$ cat config.mk
export PLATFORM = sky130hd
export DESIGN_NAME = tmr_bank
export DESIGN_NICKNAME = d
export VERILOG_FILES = /design/src/rtl/tmr_pkg.sv /design/src/rtl/tmr_prescale.sv /design/src/rtl/tmr_unit.sv /design/src/rtl/tmr_bank.sv
export SDC_FILE = /design/constraint.sdc
export NUM_CORES = 1
export LEC_CHECK = 0
export BUFFER_PORTS_ARGS = -buffer_cell sky130_fd_sc_hd__buf_2
export CORE_ASPECT_RATIO = 0.9
export CORE_UTILIZATION = 39
export CTS_BUF_LIST = sky130_fd_sc_hd__clkbuf_16
export CTS_CLUSTER_SIZE = 16
export DETAILED_ROUTE_END_ITERATION = 16
export SETUP_SLACK_MARGIN = 0.4
export SLEW_MARGIN = 20
export SYNTH_ARGS = -nofsm -noshare
export SYNTH_HDL_FRONTEND = slang
export SYNTH_SLANG_ARGS = --single-unit
$ cat constraint.sdc
create_clock -name clk -period 2.98 [get_ports clk]
set_input_delay 0.447 -clock clk [delete_from_list [all_inputs] [get_ports clk]]
set_output_delay 0.447 -clock clk [all_outputs]
set_load 0.05 [all_outputs]
$ cat src/rtl/tmr_pkg.sv
package tmr_pkg;
    localparam int DATA_W    = 32;
    localparam int HOLD_BIT  = 31;
    localparam int MASK_BIT  = 31;
    localparam int ACT_BIT   = 30;
    localparam int VEC_LSB   = 0;
    localparam int PRIO_LSB  = 16;

    typedef enum logic [1:0] {
        SEL_CUR  = 2'd0,
        SEL_BASE = 2'd1,
        SEL_VP   = 2'd2,
        SEL_DST  = 2'd3
    } tmr_sel_e;
endpackage

$ cat src/rtl/tmr_prescale.sv
module tmr_prescale #(
    parameter int DIV = 8
) (
    input  logic clk,
    input  logic rst_n,
    output logic stb
);
    localparam int PW = (DIV > 1) ? $clog2(DIV) : 1;
    localparam logic [PW-1:0] LAST = PW'(DIV - 1);

    typedef struct packed {
        logic [PW-1:0] ph;
    } ps_t;

    ps_t s_d, s_q;

    always_comb begin
        s_d = s_q;
        if (s_q.ph == LAST) s_d.ph = '0;
        else                s_d.ph = s_q.ph + 1'b1;
    end

    always_ff @(posedge clk) begin
        if (!rst_n) s_q <= '0;
        else        s_q <= s_d;
    end

    assign stb = (s_q.ph == LAST);
endmodule

$ cat src/rtl/tmr_unit.sv
module tmr_unit
    import tmr_pkg::*;
#(
    parameter int CNT_W   = 16,
    parameter int NUM_CPU = 2,
    parameter int VEC_W   = 8,
    parameter int PRIO_W  = 4
) (
    input  logic               clk,
    input  logic               rst_n,
    input  logic               stb,
    input  logic               wr_base,
    input  logic               wr_vp,
    input  logic               wr_dst,
    input  logic [DATA_W-1:0]  wdata,
    input  logic               ack,
    output logic [CNT_W-1:0]   cnt,
    output logic [CNT_W-1:0]   base,
    output logic               hold,
    output logic               pend,
    output logic [VEC_W-1:0]   vec,
    output logic [PRIO_W-1:0]  prio,
    output logic               mask,
    output logic [NUM_CPU-1:0] dest
);
    typedef struct packed {
        logic [CNT_W-1:0]   cnt;
        logic [CNT_W-1:0]   base;
        logic               hold;
        logic               pend;
        logic [VEC_W-1:0]   vec;
        logic [PRIO_W-1:0]  prio;
        logic               mask;
        logic [NUM_CPU-1:0] dest;
    } st_t;

    st_t s_d, s_q;
    logic start, tick, expire;

    assign start  = wr_base && s_q.hold && !wdata[HOLD_BIT];
    assign tick   = !s_q.hold && stb;
    assign expire = tick && (s_q.cnt == '0);

    always_comb begin
        s_d = s_q;
        if (wr_base) begin
            s_d.base = wdata[CNT_W-1:0];
            s_d.hold = wdata[HOLD_BIT];
        end
        if (start)       s_d.cnt = wdata[CNT_W-1:0];
        else if (expire) s_d.cnt = s_q.base;
        else if (tick)   s_d.cnt = s_q.cnt - 1'b1;
        if (ack)    s_d.pend = 1'b0;
        if (expire) s_d.pend = 1'b1;
        if (wr_vp) begin
            s_d.vec  = wdata[VEC_LSB +: VEC_W];
            s_d.prio = wdata[PRIO_LSB +: PRIO_W];
            s_d.mask = wdata[MASK_BIT];
        end
        if (wr_dst) s_d.dest = wdata[NUM_CPU-1:0];
    end

    always_ff @(posedge clk) begin
        if (!rst_n) begin
            s_q      <= '0;
            s_q.hold <= 1'b1;
            s_q.mask <= 1'b1;
        end else begin
            s_q <= s_d;
        end
    end

    assign cnt  = s_q.cnt;
    assign base = s_q.base;
    assign hold = s_q.hold;
    assign pend = s_q.pend;
    assign vec  = s_q.vec;
    assign prio = s_q.prio;
    assign mask = s_q.mask;
    assign dest = s_q.dest;
endmodule

$ cat src/rtl/tmr_bank.sv
module tmr_bank
    import tmr_pkg::*;
#(
    parameter int NUM_TMR = 4,
    parameter int CNT_W   = 16,
    parameter int NUM_CPU = 2,
    parameter int DIV     = 8,
    parameter int VEC_W   = 8,
    parameter int PRIO_W  = 4,
    localparam int IDX_W  = (NUM_TMR > 1) ? $clog2(NUM_TMR) : 1,
    localparam int ADDR_W = IDX_W + 2
) (
    input  logic                        clk,
    input  logic                        rst_n,
    input  logic [ADDR_W-1:0]           reg_addr,
    input  logic                        reg_wr,
    input  logic [DATA_W-1:0]           reg_wdata,
    output logic [DATA_W-1:0]           reg_rdata,
    input  logic [NUM_TMR-1:0]          irq_ack,
    output logic [NUM_TMR-1:0]          irq_req,
    output logic [NUM_TMR*VEC_W-1:0]    irq_vector,
    output logic [NUM_TMR*PRIO_W-1:0]   irq_prio,
    output logic [NUM_TMR*NUM_CPU-1:0]  irq_dest
);
    logic                 pre_stb;
    logic [IDX_W-1:0]     idx;
    tmr_sel_e             sel;

    logic [CNT_W-1:0]     cnt_a  [NUM_TMR];
    logic [CNT_W-1:0]     base_a [NUM_TMR];
    logic [VEC_W-1:0]     vec_a  [NUM_TMR];
    logic [PRIO_W-1:0]    prio_a [NUM_TMR];
    logic [NUM_CPU-1:0]   dest_a [NUM_TMR];
    logic [NUM_TMR-1:0]   hold_v, pend_v, mask_v;
    logic [NUM_TMR-1:0]   wr_base_v, wr_vp_v, wr_dst_v;
    logic [NUM_TMR*CNT_W-1:0] cnt_flat, base_flat;

    assign idx = reg_addr[ADDR_W-1:2];
    assign sel = tmr_sel_e'(reg_addr[1:0]);

    tmr_prescale #(.DIV(DIV)) u_pre (
        .clk   (clk),
        .rst_n (rst_n),
        .stb   (pre_stb)
    );

    for (genvar i = 0; i < NUM_TMR; i++) begin : g_tmr
        logic hit;
        assign hit          = reg_wr && (idx == IDX_W'(i));
        assign wr_base_v[i] = hit && (sel == SEL_BASE);
        assign wr_vp_v[i]   = hit && (sel == SEL_VP);
        assign wr_dst_v[i]  = hit && (sel == SEL_DST);

        tmr_unit #(
            .CNT_W   (CNT_W),
            .NUM_CPU (NUM_CPU),
            .VEC_W   (VEC_W),
            .PRIO_W  (PRIO_W)
        ) u_unit (
            .clk     (clk),
            .rst_n   (rst_n),
            .stb     (pre_stb),
            .wr_base (wr_base_v[i]),
            .wr_vp   (wr_vp_v[i]),
            .wr_dst  (wr_dst_v[i]),
            .wdata   (reg_wdata),
            .ack     (irq_ack[i]),
            .cnt     (cnt_a[i]),
            .base    (base_a[i]),
            .hold    (hold_v[i]),
            .pend    (pend_v[i]),
            .vec     (vec_a[i]),
            .prio    (prio_a[i]),
            .mask    (mask_v[i]),
            .dest    (dest_a[i])
        );

        assign irq_req[i] = pend_v[i] && !mask_v[i] && (prio_a[i] != '0);
        assign irq_vector[i*VEC_W +: VEC_W]      = vec_a[i];
        assign irq_prio[i*PRIO_W +: PRIO_W]      = prio_a[i];
        assign irq_dest[i*NUM_CPU +: NUM_CPU]    = dest_a[i];
        assign cnt_flat[i*CNT_W +: CNT_W]        = cnt_a[i];
        assign base_flat[i*CNT_W +: CNT_W]       = base_a[i];
    end

    always_comb begin
        reg_rdata = '0;
        unique case (sel)
            SEL_CUR:  reg_rdata[CNT_W-1:0] = cnt_a[idx];
            SEL_BASE: begin
                reg_rdata[CNT_W-1:0]   = base_a[idx];
                reg_rdata[HOLD_BIT]    = hold_v[idx];
            end
            SEL_VP: begin
                reg_rdata[VEC_LSB +: VEC_W]   = vec_a[idx];
                reg_rdata[PRIO_LSB +: PRIO_W] = prio_a[idx];
                reg_rdata[ACT_BIT]            = pend_v[idx];
                reg_rdata[MASK_BIT]           = mask_v[idx];
            end
            SEL_DST:  reg_rdata[NUM_CPU-1:0] = dest_a[idx];
            default:  reg_rdata = '0;
        endcase
    end
endmodule

==> flow_metrics.py <==
metrics = {
    "clock_network": {
        "clockBufferDepth": 2,
        "cts.sinks": 199,
        "cts_max_level": 4,
        "clk_latency_ps": 440,
        "cts_buffers": 17,
        "clk_pin_slew_worst_paths_ps": 80,
        "holdBufCountCts": 0,
        "cts-root-buf": "clkbuf_16",
        "cts_tree": "done",
    },
    "setup_path": {
        "reg2regPathDepth": 8,
        "setup.reg_to_reg.worst_slack_ps": 670,
        "cp-start-kind": "flop",
        "path_class": "reg2out",
        "crit_path_end_kind": "output port",
        "startpoint": "g_tmr[1].u_unit.base[1]",
        "cp-endpoint": "reg_rdata[1]",
        "worst_ep_required_time_ps": 2530,
        "timing.rr.end": "g_tmr[2].u_unit.cnt[4]",
        "arrival_ps": 2120,
        "worstReg2RegStart": "u_pre.s_q[0]",
        "critPathMaxFanout": 2,
    },
    "route": {
        "drt-total-wl_um": 39400,
        "first_iter_violations": 1247,
        "ant_nets": 0,
        "wl_per_cell_um": 21.2,
        "via_per_inst": 5.93,
        "vias": 11000,
        "drc": 0,
        "firstDrtPassIters": 6,
    },
    "yosys": {
        "synth_top_area_share_pct": 35.4,
        "synth_cells": 1421,
        "yosysUniqueCellTypes": 67,
        "async_reset_ff_share_pct": 0,
        "yosysSeqAreaShare_pct": 35.4,
        "synth_ff_type": "dfxtp_1",
        "synth_area_leaders": "dfxtp_1 35%, nand2_1 11%, mux4_2 9.6%",
        "yosys_register_bits": 199,
        "yosysMostFrequentCell": "nand2_1",
        "synth_top_area_cell": "dfxtp_1",
        "synth_warnings": 0,
        "avgSynthCellArea_um2": 7.91,
        "ys_top_cells_by_count": "329 x nand2_1, 199 x dfxtp_1, 193 x a21oi_1",
        "synth-edff-count": 0,
        "synth_area_um2": 11200,
    },
    "placed_design": {
        "dp_cells": 1823,
        "io_buffers": 113,
        "hpwlAfterDp_um": 28200,
        "place_area_um2": 12200,
        "dpl_worst_slack_ps": 239,
        "gp_congestion": 0.916,
    },
    "global_routing": {
        "grt_pass1_vias": 10000,
        "grt_max_degree": 146,
        "overflow": 0,
        "grt_pass1_wl_um": 60100,
        "track_usage_pct": 26.5,
        "antenna_found_initial": 0,
    },
    "timing": {
        "setup_viol": 0,
        "post-route-period-util_pct": 86.0,
        "worstMarginPinSlew_ps": 723,
        "finalHoldViolCount": 0,
        "max_clock_freq_mhz": 390,
        "setup_slack_ps": 418,
        "maxSlewViolCount": 0,
        "post-route-min-period_ps": 2560,
        "rsz0062_at_grt": "yes",
        "tns_ps": 0,
        "fin_skew_ps": 14.6,
        "slew_headroom_pct": 51.8,
    },
    "layout": {
        "n_fill_cell": 2748,
        "diodes": 0,
        "area_delta_synth_final_pct": 14.6,
        "final_cell_count_no_fill": 1857,
        "drive_gt1_share_pct": 18.7,
        "fin_area_um2": 12900,
        "fin_nets": 1542,
    },
    "floorplanning": {
        "die-height_um": 163,
        "core-area_um2": 28200,
        "dieArea_um2": 29500,
        "start_util_pct": 39.9,
        "row_count": 58,
        "die_x_um": 181,
        "ios": 135,
    },
    "power_and_ir_drop": {
        "peakVddDrop_mv": 0.360,
        "seqPwrFrac_pct": 48.0,
        "p_sw_share_pct": 28.4,
        "power_frac_clock_pct": 41.6,
        "pwr-share-comb_pct": 10.3,
        "p_leak_nw": 4.98,
        "p_int_mw": 4.07,
        "power_density_nw_per_um2": 441,
        "netSwitchingPower_mw": 1.61,
    },
    "outcome": {
        "status": "completed",
    },
    "job": {
        "drv_cap": 0,
    },
    "min_path": {
        "hold_class": "in2reg",
    },
}
logic make-up after synthesis:
| kind of cell | count (synthesis) | share of synthesized area [%] |
|---|---|---|
| simple gates | 602 | 24.3 |
| compound gates | 340 | 17.8 |
| flops | 199 | 35.4 |
| buf+inv | 156 | 6.05 |
| mux | 72 | 11.9 |
| xor+xnor | 36 | 2.80 |
| fa+ha+maj | 15 | 1.67 |
| other cells | 1 | 0.0334 |
flip-flops by register name, indices dropped and copies added, names as in the netlist:
register and flops:
g_tmr.u_unit.base 64, g_tmr.u_unit.cnt 64, g_tmr.u_unit.dest 8, g_tmr.u_unit.hold 4, g_tmr.u_unit.mask 4, g_tmr.u_unit.pend 4, g_tmr.u_unit.prio 16, g_tmr.u_unit.vec 32
u_pre.s_q 3
power groups by stage:
stage | Clock [mW] | Combinational (mW) | Sequential, mW
2_1_floorplan | 0 | 0.391 | 2.81
3_3_place_gp | 0 | 0.566 | 2.79
3_5_place_dp | 0 | 0.570 | 2.79
4_1_cts | 2.39 | 0.575 | 2.73
5_1_grt | 2.50 | 0.626 | 2.73
6_report | 2.37 | 0.586 | 2.73
what timing repair did:
action	CTS	global route
gates resized for setup	6	15
buffers inserted	0	2
pin swaps	1	2
setup endpoints to repair	22	48
cloned	0	0
cell usage in the layout (no fill, tap or decap), types with 8 or more instances in the layout:
| cell | synthesis | layout |
|---|---|---|
| nor3b_1 | 13 | 9 |
| a22oi_1 | 13 | 10 |
| a21oi_1 | 193 | 187 |
| a22o_1 | 8 | 8 |
| o32ai_1 | 13 | 13 |
| and2_1 | 8 | 8 |
| nand2b_1 | 10 | 10 |
| nor2b_1 | 13 | 13 |
| inv_1 | 21 | 21 |
| conb_1 | 1 | 10 |
| nand3_1 | 22 | 22 |
| nor2_1 | 96 | 96 |
| mux4_2 | 48 | 48 |
| o22ai_1 | 19 | 19 |
| buf_4 | 16 | 51 |
| dfxtp_1 | 199 | 195 |
| xor2_1 | 15 | 15 |
| ha_1 | 15 | 14 |
| nor4_1 | 16 | 16 |
| nand2_1 | 329 | 329 |
| or3_1 | 14 | 13 |
| xnor2_1 | 21 | 21 |
| nor3_1 | 32 | 30 |
| clkbuf_16 | 0 | 17 |
| mux2i_1 | 22 | 22 |
| buf_2 | 13 | 110 |
| o21ai_0 | 39 | 37 |
| nand4_1 | 18 | 18 |
per-layer routing:
layer | part of all wire (%) | GRT usage [%] | routed length (µm) | vias to the layer above
met4 | 1.4 | 6.09 | 571 | 0
met5 | 0 | 0 | 0 | -
li1 | - | - | - | 5127
met1 | 45 | 38.2 | 17700 | 5352
met3 | 8.8 | 5.13 | 3460 | 44
met2 | 45 | 40.9 | 17700 | 487
critical path, stage by stage, from the launching register on:
cell and delay [ps]:
dfxtp_4 350, mux4_2 490, a222oi_1 420, o21ai_1 220
buf_6 200
metrics by stage:
| stage | utilization (%) | total power, mW | hold WS [ps] |
|---|---|---|---|
| floorplan | - | 3.20 | 404 |
| global placement | 43.4 | 3.36 | 415 |
| detailed placement | 43.4 | 3.36 | 428 |
| CTS | 45.5 | 5.69 | 260 |
| global route | 45.8 | 5.86 | 268 |
| finish | 45.8 | 5.68 | 271 |
how the worst min path moves through the flow:
stage                  startpoint                 endpoint  slack (ps)  cells past startpoint
floorplan            u_pre.s_q[0]             u_pre.s_q[0]         400                      1
global placement     u_pre.s_q[0]             u_pre.s_q[0]         410                      1
detailed placement   u_pre.s_q[0]             u_pre.s_q[0]         430                      1
CTS                 reg_wdata[17]  g_tmr[2].u_unit.prio[1]         260                      3
global route        reg_wdata[17]  g_tmr[1].u_unit.prio[1]         270                      3
finish              reg_wdata[17]  g_tmr[1].u_unit.prio[1]         270                      3
layout make-up:
type,count,area [µm²],area share (%)
Clock buffer,17,425,3.30
Clock inverter,15,159,1.23
Inverter,22,87.6,0.680
Multi-Input combinational cell,1075,6730,52.2
Sequential cell,199,3990,31.0
Tap cell,360,450,3.50
Timing Repair Buffer,169,1040,8.08
(Power assumes the default switching activity.)
